==> config.mk <==
export PLATFORM = sky130hd
export DESIGN_NAME = vr_fault_supervisor
export DESIGN_NICKNAME = d
export VERILOG_FILES = /design/src/rtl/vrfs_pkg.sv /design/src/rtl/vrfs_sync.sv /design/src/rtl/vrfs_tick.sv /design/src/rtl/vrfs_oc_integ.sv /design/src/rtl/vrfs_persist.sv /design/src/rtl/vr_fault_supervisor.sv
export SDC_FILE = /design/constraint.sdc
export NUM_CORES = 1
export LEC_CHECK = 0
export ABC_AREA = 1
export ABC_CLOCK_PERIOD_IN_PS = 2900
export CORE_MARGIN = 8
export CORE_UTILIZATION = 45
export CTS_CLUSTER_DIAMETER = 80
export DETAILED_ROUTE_END_ITERATION = 8
export HOLD_SLACK_MARGIN = 0.06
export SYNTH_ARGS = -nofsm -noshare
export SYNTH_HDL_FRONTEND = slang
export SYNTH_SLANG_ARGS = --single-unit
==> constraint.sdc <==
create_clock -name clk -period 2.9 [get_ports clk]
set_input_delay 0.87 -clock clk [delete_from_list [all_inputs] [get_ports clk]]
set_output_delay 0.87 -clock clk [all_outputs]
set_load 0.1 [all_outputs]
==> src/rtl/vrfs_pkg.sv <==
package vrfs_pkg;

  localparam int CAUSE_W   = 5;
  localparam int IDX_UV    = 0;
  localparam int IDX_OV    = 1;
  localparam int IDX_OC    = 2;
  localparam int IDX_SHORT = 3;
  localparam int IDX_SOV   = 4;

  typedef logic [CAUSE_W-1:0] cause_t;

  // Keep only the highest-index request; index order equals priority.
  function automatic cause_t pick_first(input cause_t req);
    cause_t res;
    res = '0;
    for (int i = 0; i < CAUSE_W; i++) begin
      if (req[i]) res = cause_t'(1) << i;
    end
    return res;
  endfunction

endpackage

==> src/rtl/vrfs_sync.sv <==
module vrfs_sync #(
  parameter int WIDTH = 1
) (
  input  logic             clk,
  input  logic             rst_n,
  input  logic [WIDTH-1:0] async_i,
  output logic [WIDTH-1:0] sync_o
);

  for (genvar b = 0; b < WIDTH; b++) begin : g_bit
    logic meta_q;
    logic stab_q;

    always_ff @(posedge clk or negedge rst_n) begin
      if (!rst_n) begin
        meta_q <= 1'b0;
        stab_q <= 1'b0;
      end else begin
        meta_q <= async_i[b];
        stab_q <= meta_q;
      end
    end

    assign sync_o[b] = stab_q;
  end

endmodule

==> src/rtl/vrfs_tick.sv <==
module vrfs_tick #(
  parameter int CLK_PER_US = 100,
  parameter int SAMPLE_US  = 15
) (
  input  logic clk,
  input  logic rst_n,
  input  logic clr,
  output logic us_tick_o,
  output logic sample_o
);

  localparam int DIV_W = (CLK_PER_US > 1) ? $clog2(CLK_PER_US) : 1;
  localparam int SMP_W = (SAMPLE_US > 1) ? $clog2(SAMPLE_US) : 1;
  localparam logic [DIV_W-1:0] DIV_LAST = DIV_W'(CLK_PER_US - 1);
  localparam logic [SMP_W-1:0] SMP_LAST = SMP_W'(SAMPLE_US - 1);

  logic [DIV_W-1:0] div_q, div_d;
  logic [SMP_W-1:0] smp_q, smp_d;
  logic             us_tick;

  always_comb begin
    div_d   = div_q;
    us_tick = 1'b0;
    if (clr) begin
      div_d = '0;
    end else if (div_q == DIV_LAST) begin
      div_d   = '0;
      us_tick = 1'b1;
    end else begin
      div_d = div_q + 1'b1;
    end
  end

  always_comb begin
    smp_d = smp_q;
    if (clr) begin
      smp_d = '0;
    end else if (us_tick) begin
      if (smp_q == SMP_LAST) smp_d = '0;
      else                   smp_d = smp_q + 1'b1;
    end
  end

  always_ff @(posedge clk or negedge rst_n) begin
    if (!rst_n) begin
      div_q <= '0;
      smp_q <= '0;
    end else begin
      div_q <= div_d;
      smp_q <= smp_d;
    end
  end

  assign us_tick_o = us_tick;
  assign sample_o  = us_tick && (smp_q == SMP_LAST);

endmodule

==> src/rtl/vrfs_oc_integ.sv <==
module vrfs_oc_integ #(
  parameter int TRIP  = 8,
  parameter int CNT_W = $clog2(TRIP + 1)
) (
  input  logic             clk,
  input  logic             rst_n,
  input  logic             clr,
  input  logic             sample,
  input  logic             over,
  output logic             trip_o,
  output logic [CNT_W-1:0] level_o
);

  localparam logic [CNT_W-1:0] TOP  = CNT_W'(TRIP);
  localparam logic [CNT_W-1:0] EDGE = CNT_W'(TRIP - 1);

  logic [CNT_W-1:0] cnt_q, cnt_d;

  always_comb begin
    cnt_d = cnt_q;
    if (clr) begin
      cnt_d = '0;
    end else if (sample) begin
      if (over) begin
        if (cnt_q != TOP) cnt_d = cnt_q + 1'b1;
      end else if (cnt_q != '0) begin
        cnt_d = cnt_q - 1'b1;
      end
    end
  end

  always_ff @(posedge clk or negedge rst_n) begin
    if (!rst_n) cnt_q <= '0;
    else        cnt_q <= cnt_d;
  end

  assign trip_o  = !clr && sample && over && (cnt_q == EDGE);
  assign level_o = cnt_q;

endmodule

==> src/rtl/vrfs_persist.sv <==
module vrfs_persist #(
  parameter int LIMIT_US = 1000
) (
  input  logic clk,
  input  logic rst_n,
  input  logic clr,
  input  logic tick,
  input  logic cond,
  output logic trip_o
);

  localparam int CNT_W = $clog2(LIMIT_US + 1);
  localparam logic [CNT_W-1:0] LIMIT = CNT_W'(LIMIT_US);

  logic [CNT_W-1:0] cnt_q, cnt_d;

  always_comb begin
    cnt_d = cnt_q;
    if (clr || !cond)                  cnt_d = '0;
    else if (tick && (cnt_q != LIMIT)) cnt_d = cnt_q + 1'b1;
  end

  always_ff @(posedge clk or negedge rst_n) begin
    if (!rst_n) cnt_q <= '0;
    else        cnt_q <= cnt_d;
  end

  // Trips on the tick after LIMIT full microseconds: strictly longer than the window.
  assign trip_o = !clr && cond && tick && (cnt_q == LIMIT);

endmodule

==> src/rtl/vr_fault_supervisor.sv <==
module vr_fault_supervisor
  import vrfs_pkg::*;
#(
  parameter int CLK_PER_US    = 100,
  parameter int OC_SAMPLE_US  = 15,
  parameter int OC_TRIP_COUNT = 8,
  parameter int PERSIST_US    = 1000
) (
  input  logic               clk,
  input  logic               rst_n,
  input  logic               enable_i,
  input  logic               por_ok_i,
  input  logic               oc_over_i,
  input  logic               oc_short_i,
  input  logic               uv_i,
  input  logic               ov_i,
  input  logic               sov_i,
  output logic               pgood_o,
  output logic               hs_en_o,
  output logic               ls_en_o,
  output logic               fault_o,
  output logic [CAUSE_W-1:0] fault_cause_o
);

  localparam int OC_CNT_W = $clog2(OC_TRIP_COUNT + 1);
  localparam int IN_W     = 7;

  // Reset: asserted asynchronously, released on a clock edge.
  logic rst_meta_q, rst_sync_n;
  always_ff @(posedge clk or negedge rst_n) begin
    if (!rst_n) begin
      rst_meta_q <= 1'b0;
      rst_sync_n <= 1'b0;
    end else begin
      rst_meta_q <= 1'b1;
      rst_sync_n <= rst_meta_q;
    end
  end

  logic [IN_W-1:0] raw_in, syn_in;
  assign raw_in = {sov_i, oc_short_i, oc_over_i, ov_i, uv_i, por_ok_i, enable_i};

  vrfs_sync #(.WIDTH(IN_W)) u_sync (
    .clk     (clk),
    .rst_n   (rst_sync_n),
    .async_i (raw_in),
    .sync_o  (syn_in)
  );

  logic en_s, por_s, uv_s, ov_s, oc_s, short_s, sov_s;
  assign {sov_s, short_s, oc_s, ov_s, uv_s, por_s, en_s} = syn_in;

  logic run;
  logic latched_q, latched_d;
  cause_t cause_q, cause_d;
  logic filt_clr;

  assign run      = en_s && por_s;
  assign filt_clr = !run || latched_q;

  logic us_tick, oc_sample;
  vrfs_tick #(.CLK_PER_US(CLK_PER_US), .SAMPLE_US(OC_SAMPLE_US)) u_tick (
    .clk       (clk),
    .rst_n     (rst_sync_n),
    .clr       (filt_clr),
    .us_tick_o (us_tick),
    .sample_o  (oc_sample)
  );

  logic                oc_trip;
  logic [OC_CNT_W-1:0] oc_level;
  vrfs_oc_integ #(.TRIP(OC_TRIP_COUNT), .CNT_W(OC_CNT_W)) u_oc (
    .clk     (clk),
    .rst_n   (rst_sync_n),
    .clr     (filt_clr),
    .sample  (oc_sample),
    .over    (oc_s),
    .trip_o  (oc_trip),
    .level_o (oc_level)
  );

  logic [1:0] volt_cond, volt_trip;
  assign volt_cond = {ov_s, uv_s};

  for (genvar v = 0; v < 2; v++) begin : g_volt
    vrfs_persist #(.LIMIT_US(PERSIST_US)) u_persist (
      .clk    (clk),
      .rst_n  (rst_sync_n),
      .clr    (filt_clr),
      .tick   (us_tick),
      .cond   (volt_cond[v]),
      .trip_o (volt_trip[v])
    );
  end

  cause_t trips;
  always_comb begin
    trips            = '0;
    trips[IDX_UV]    = volt_trip[0];
    trips[IDX_OV]    = volt_trip[1];
    trips[IDX_OC]    = oc_trip;
    trips[IDX_SHORT] = short_s;
    trips[IDX_SOV]   = sov_s;
  end

  always_comb begin
    latched_d = latched_q;
    cause_d   = cause_q;
    if (!run) begin
      latched_d = 1'b0;
      cause_d   = '0;
    end else if (!latched_q && (trips != '0)) begin
      latched_d = 1'b1;
      cause_d   = pick_first(trips);
    end
  end

  always_ff @(posedge clk or negedge rst_sync_n) begin
    if (!rst_sync_n) begin
      latched_q <= 1'b0;
      cause_q   <= '0;
    end else begin
      latched_q <= latched_d;
      cause_q   <= cause_d;
    end
  end

  assign fault_o       = latched_q;
  assign fault_cause_o = cause_q;
  assign pgood_o       = run && !latched_q;
  assign hs_en_o       = run && !latched_q;
  assign ls_en_o       = run && !latched_q;

endmodule

* Word-level counts from Yosys, hierarchy flattened
Index checks and enable logic that the tools add are counted.
W data, S select, Z words.
** Storage, ports and cells
- Register bits after elaboration :: 57
- Output and inout port bits :: 9
- Word-level logic and storage cells :: 95
- Input port bits :: 9
** Cells by class
- Eq/ne operators :: 10
- Multiplexer cells :: 25
- Reduce and logical (&&, ||, !) cells :: 31
- $add $sub $neg :: 6
** Operator list (count)
- $mux W10 :: 4
- $mux W4 :: 8
- $mux W5 :: 6
- $add A10 B1 Y10 const B :: 2
- $eq A10 B10 Y1 const B :: 2
- $ne A10 B10 Y1 const B :: 2
- $logic_and A1 B1 Y1 :: 15
- $mux W7 :: 2
- $add A4 B1 Y4 const B :: 2
- $reduce_bool A2 Y1 :: 4
- $add A7 B1 Y7 const B :: 1
- $eq A7 B7 Y1 const B :: 1
- $logic_not A1 Y1 :: 5
- $mux W1 :: 5
- $reduce_bool A5 Y1 :: 1
- $eq A4 B3 Y1 const B :: 1
- $eq A4 B4 Y1 const B :: 1
- $ne A4 B4 Y1 const B :: 1
- $reduce_bool A4 Y1 :: 1
- $sub A4 B1 Y4 const B :: 1
- $logic_or A1 B1 Y1 :: 3
- $ne A3 B1 Y1 const B :: 1
- $reduce_and A3 Y1 :: 1
- $reduce_bool A3 Y1 :: 1
- $ne A2 B1 Y1 const B :: 1

* Logic depth before layout (Yosys ltp)
Gate-level depths: netlist of run 1.
- Word-level depth :: 14
- Depth in mapped cells :: 12

* Hierarchy
From an unflattened synthesis of run 1, not the netlist that was laid out.
** Unflattened totals
- Cell total of the unflattened synthesis :: 367
- Area total of the unflattened synthesis :: 3074.2 um2
** Modules (own cells, without submodules)
- vrfs_persist :: cells an instance 93, instances 2, area an instance 671.9 um2
- vrfs_tick :: cells an instance 77, instances 1, area an instance 631.9 um2
- vrfs_sync :: cells an instance 21, instances 1, area an instance 402.9 um2
- vr_fault_supervisor :: cells an instance 39, instances 1, area an instance 370.4 um2
- vrfs_oc_integ :: cells an instance 44, instances 1, area an instance 325.3 um2

* Least setup slack after synthesis of run 1
OpenSTA, ideal clock, no wires.
- Path type :: reg2out
- From :: register latched_q (netlist: fault_o)
- To :: output port ls_en_o
- Cell stages (with the launch flop) :: 4
- Slack :: 0.286 ns
- Path buffers :: 2
- Arrival time :: 1.744 ns
- Data required time :: 2.030 ns
- Cells stage by stage :: dfrtp_1 -> nor2_4 -> buf_6 -> buf_4
** On the way
- Cells in the longest elaborated chain, start to end :: 2
** Ends and longest elaborated chain
- from (decl) :: line vr_fault_supervisor.sv:54 : logic latched_q, latched_d;
- from (signal assigned) :: line vr_fault_supervisor.sv:123 : latched_q <= latched_d;
- $logic_not A1 Y1
- $logic_and A1 B1 Y1
- to (decl) :: line vr_fault_supervisor.sv:20 : output logic ls_en_o,
Every way passes these cells.

* Final worst setup path of run 1
- From :: register latched_q (netlist: fault_o)
- To :: output port hs_en_o
** On the way
- Cells in the longest elaborated chain, start to end :: 2
** Ends and longest elaborated chain
- $logic_not A1 Y1 :: line vr_fault_supervisor.sv:131 : assign hs_en_o = run && !latched_q;
- $logic_and A1 B1 Y1 :: line vr_fault_supervisor.sv:131
- to (decl) :: line vr_fault_supervisor.sv:19 : output logic hs_en_o,
Every way passes these cells.

==> qor.csv, run 1 <==
metric;value;unit
ys_ff_latch;57;
antennaDiodeCount;0;
clk_pin_slew;0.07;ns
cts_hold_buf;0;
worst_pin_slew;0.7383;ns
rows;29;
final_util;53.54;%
synth.avg_cell_area;9.009;um2
die-area;9224;um2
final_nets;365;
ant_nets;0;
ctsHtreeMaxLevel;3;
hold_viol;0;
critPathLaunchType;register;
relSlewSlack;50.78;%
crit_family;flip-flops;
track_usage;13.33;%
drive_gt1_share;17.38;%
arrival;1.38;ns
hpwl;3863;um
worst-path-stages;2;
multi_input_area;1217;um2
cts_tree;yes;
area_delta_synth_final;16.58;%
rsz0062_at_grt;no;
slowest_stage;dfrtp_1;
clock_latency;0.34;ns
layout_commonest_cell;dfrtp_1;
die_w;96.04;um
dr_total_vias;2100;
vdd_ir_drop_max;0.3183;mV
stdcell_count;428;
ctsResizeCount;0;
antenna_found_initial;0;
post_cts_buffers;0;
initial_utilization;45.92;%
grt_pass1_wl;9342;um
drv_cap;0;
end_kind;output pin;
syn-num-nets;339;
tns;0;ns
drv_slew;0;
total_power;1.772;mW
cts.sinks;57;
grt_max_degree;36;
criticalPathCategory;register to output pin;
setup-violations-final;0;
total_leakage_power;1.570;nW
fin_crit;2.250;ns
wl_per_cell;12.39;um
route.detailed.drc;0;
cp_slowest_stage_delay;0.43;ns
path_max_fanout;11;
status;complete, no violations;
crit_chain;nor2_4 > buf_12;
final.fill_count;615;
portBuffers;17;
rr_worst_depth;10;
root_buffer;clkbuf_8;
viasPerCell;4.907;
gp_congestion;0.7789;
ys.warnings.count;0;
cts_made_buffers;9;
cts_max_path_buffers;2;
powerDensity;527.3;nW/um2
crit_buf_inv;1;
num_io_pins;18;
grt_pass1_vias;2025;
fin_skew;0.009590;ns
coreArea;6277;um2
worst-endpoint-required;2.03;ns
drt_iter0_drc;55;
seq_area_frac_synth;49.48;%
syn-instance-count;320;
drt_first_pass_iters;4;
place_inst;412;
die_h;96.04;um
overflow;0;
fin_crit_sh;77.58;%
regArea;1428;um2
syn-cell-area;2883;um2
routed_wl;5305;um
hold_class;register to async pin;
final_cell_mix;56 x dfrtp_1, 52 x nand2_1, 45 x inv_1, 35 x nand3_1, 20 x nor2_1;
max_freq;0.4445;GHz
synthDistinctLibCells;34;
-- through the flow --
| step | setup WS [ns] | area [um2] | hold WS (ns) |
|---|---|---|---|
| final | 0.6501 | 3361 | 0.3374 |
| after global routing | 0.5887 | 3361 | 0.3567 |
| after CTS | 0.6102 | 3361 | 0.3504 |
| after detailed placement | 0.9579 | 3139 | 0.3347 |
| after global placement | 1.015 | 3139 | 0.3326 |
| after floorplan | 0.2860 | 2883 | 0.3312 |
-- flip-flops by register name, summed over array words and instances, names as in the netlist --
name                    cells
fault_cause_o               5
fault_o                     1
g_volt.u_persist.cnt_q     20
rst_meta_q                  1
rst_sync_n                  1
u_oc.level_o                4
u_sync.g_bit.meta_q         7
u_sync.g_bit.stab_q         7
u_tick.div_q                7
u_tick.smp_q                4
-- final cells by class --
class / instances / area share [%]
clock inverters: 5 / 2.383
repair buffers: 20 / 6.180
inverters: 50 / 5.659
flip-flops and latches: 57 / 42.48
multi-input cells: 208 / 36.22
well taps: 77 / 2.867
clock buffers: 11 / 4.207
-- synth_stat cells, drive strengths merged --
cell	n	share of area [%]
a211oi	1	0.26
a21oi	15	2.7
a31o	1	0.30
and3	2	0.43
buf	5	1.7
conb	1	0.13
dfrtp	57	49
fa	1	0.69
ha	9	3.9
inv	50	6.6
nand2	61	9.4
nand3	36	6.4
nand4	12	2.6
nor2	30	6.4
nor3	10	1.9
nor3b	2	0.52
o21a	3	0.78
o21ai	16	3.4
o22ai	2	0.43
xnor2	4	1.2
xor2	2	0.61
-- final timing paths --
| path | start | endpoint | slack [ns] |
|---|---|---|---|
| max | fault_o | hs_en_o | 0.65 |
| min | rst_sync_n | u_sync.g_bit[5].meta_q | 0.34 |
| max reg2reg | fault_o | fault_cause_o[3] | 0.98 |
| min reg2reg | rst_sync_n | u_sync.g_bit[5].meta_q | 0.34 |
| max in group asynchronous | rst_sync_n | u_tick.smp_q[3] | 1.90 |
| min in group clk | u_sync.g_bit[6].meta_q | u_sync.g_bit[6].stab_q | 0.35 |
-- kinds of logic after synthesis --
logic type      Yosys count  share of synthesized area, %
compound gates           38                         7.943
xor+xnor                  6                         1.823
fa+ha+maj                10                         4.601
buf+inv                  55                         8.290
flops                    57                         49.48
other cells               1                        0.1301
simple gates            153                         27.73
-- per-layer routing --
metal / GRT usage, % / up-vias / routed length (um)
li1: - / 1094 / -
met1: 17.44 / 961 / 2681
met2: 19.13 / 35 / 2315
met3: 3.510 / 10 / 190
met4: 8.451 / 0 / 118
met5: 0 / - / 0
-- power by group --
group / total (mW) / internal, mW / switching (mW) / leakage [nW]
Combinational: 0.106 / 0.0344 / 0.0721 / 0.709
Sequential: 0.827 / 0.810 / 0.0174 / 0.756
Clock: 0.838 / 0.506 / 0.333 / 0.106
No activity file was read; power rests on OpenSTA's default activity.
==> inputs of run 2 (changes only) <==
ABC_CLOCK_PERIOD_IN_PS = 2400   (was 2900)
clock period = 2.4 ns   (was 2.9 ns; I/O delays follow)
==> qor.csv, run 2 (synthesis results as in run 1) <==
metric;value;unit;change
status;complete, no violations;;
largest_register_ffs;20;;unchanged
place_inst;411;;-0.24%
initial_utilization;45.92;%;unchanged
end_kind;output pin;;
final_nets;364;;-0.27%
total_leakage_power;1.559;nW;-0.71%
rows;29;;unchanged
fin_crit_sh;88.20;%;
tns;0;ns;unchanged
crit_start;fault_o;;
layout_commonest_cell;dfrtp_1;;
overflow;0;;unchanged
drt_iter0_drc;80;;+45%
coreArea;6277;um2;unchanged
crit_family;buffers and inverters;;
grt_pass1_vias;2278;;+12%
cts.sinks;57;;unchanged
final_util;53.36;%;-0.18 points
final_cell_mix;55 x dfrtp_1, 52 x nand2_1, 45 x inv_1, 35 x nand3_1, 20 x nor2_1;;
globalRouteMet3Util;4.368;%;+0.86 points
fin_skew;0.008709;ns;-0.0008808 ns
setup_slack;0.2833;ns;-0.3669 ns
route.detailed.drc;0;;unchanged
wl_per_cell;12.84;um;+3.6%
setup-violations-final;0;;unchanged
clk_pin_slew;0.08;ns;about the same
top_usage_layer;met2;;
clock_latency;0.34;ns;about the same
drive_gt1_share;17.71;%;+0.34 points
stdcell_area;3349;um2;-0.34%
grt_pass1_wl;10050;um;+7.5%
portBuffers;17;;unchanged
relSlewSlack;58.08;%;+7.3 points
root_buffer;clkbuf_8;;
regArea;1429;um2;about the same
post_cts_buffers;0;;unchanged
cts_made_buffers;9;;unchanged
ctsHtreeMaxLevel;3;;unchanged
antennaDiodeCount;0;;unchanged
track_usage;14.16;%;+0.83 points
cts_max_path_buffers;2;;unchanged
worst_pin_slew;0.6287;ns;-0.1095 ns
gr-usage-met1;16.80;%;-0.64 points
hold_class;register to async pin;;
grt_max_degree;30;;-17%
critPathLaunchType;register;;
crit_buf_inv;2;;+1
ant_nets;0;;unchanged
worstReg2RegStart;fault_o;;
die-area;9224;um2;unchanged
routed_wl;5483;um;+3.4%
final.fill_count;609;;-0.98%
antenna_found_initial;0;;unchanged
die_h;96.04;um;unchanged
largest-register;g_volt.u_persist.cnt_q;;
drt_first_pass_iters;4;;unchanged
crit_chain;nor2_4 > buf_4 > buf_12;;
worst-endpoint-required;1.68;ns;-0.35 ns
criticalPathCategory;register to output pin;;
multi_input_area;1217;um2;unchanged
powerDensity;612.7;nW/um2;+16%
viasPerCell;4.991;;+1.7%
dr_total_vias;2131;;+1.5%
stdcell_count;427;;-0.23%
vdd_ir_drop_max;0.4140;mV;+30%
area_delta_synth_final;16.19;%;
max_freq;0.4724;GHz;
num_io_pins;18;;unchanged
cts_hold_buf;0;;unchanged
drv_cap;0;;unchanged
hpwl;3895;um;+0.84%
met2_usage;22.99;%;+3.9 points
hold_viol;0;;unchanged
cts_tree;yes;;
post_dp_cell_area;3146;um2;+0.20%
drv_slew;0;;unchanged
pre_cts_ws;0.6411;ns;-0.3168 ns
ctsResizeCount;0;;unchanged
cp_slowest_stage_delay;0.44;ns;about the same
gp_congestion;0.8307;;+6.7%
arrival;1.40;ns;+0.02 ns
slowest_stage;dfrtp_2;;
die_w;96.04;um;unchanged
rsz0062_at_grt;no;;
fin_crit;2.117;ns;
path_max_fanout;14;;+3
-- run 2: cell types whose count changed in the layout (fill, tap and decap cells not counted) --
cell and delta:
bufinv_16 -1, clkinv_4 +3, buf_4 -2, dfrtp_1 -1
inv_6 +1, clkbuf_8 -1, clkbuf_1 -1, buf_12 +1
clkinv_2 -1, dfrtp_2 +1
-- run 2: per-layer routing --
layer | vias up | routed length [um]
met5 | - | 0
met4 | 0 | 69
met3 | 6 | 183
met2 | 29 | 2589
met1 | 1005 | 2641
li1 | 1091 | -
-- run 2: final cells by class --
| type | instances | area share [%] |
|---|---|---|
| timing repair buffer | 19 | 6.350 |
| tap | 77 | 2.876 |
| inverter | 50 | 5.678 |
| sequential | 57 | 42.66 |
| clock inverter | 7 | 2.391 |
| multi-input combinational | 208 | 36.35 |
| clock buffer | 9 | 3.698 |
-- run 2: through the flow --
step | hold slack (ns) | power (mW)
global placement | 0.3074 | 1.150
global route | 0.3510 | 2.140
CTS | 0.3209 | 2.085
floorplan | 0.3312 | 1.104
finish | 0.2863 | 2.052
detailed placement | 0.3128 | 1.153
-- run 2: final timing paths --
| kind | end | slack [ns] | cells after the start |
|---|---|---|---|
| max | pgood_o | 0.28 | 3 |
| min | u_sync.g_bit[1].stab_q | 0.29 | 0 |
| max reg2reg | fault_cause_o[1] | 0.66 | 11 |
| min reg2reg | u_sync.g_bit[1].stab_q | 0.29 | 0 |
| max in group asynchronous | u_tick.smp_q[0] | 1.54 | 1 |
| min in group clk | u_sync.g_bit[0].stab_q | 0.35 | 0 |
-- run 2: where the power goes --
group          internal, mW  total, mW  switching [mW]
logic                0.0427      0.133          0.0904
registers             0.978      0.998          0.0199
clock network         0.487      0.921           0.434
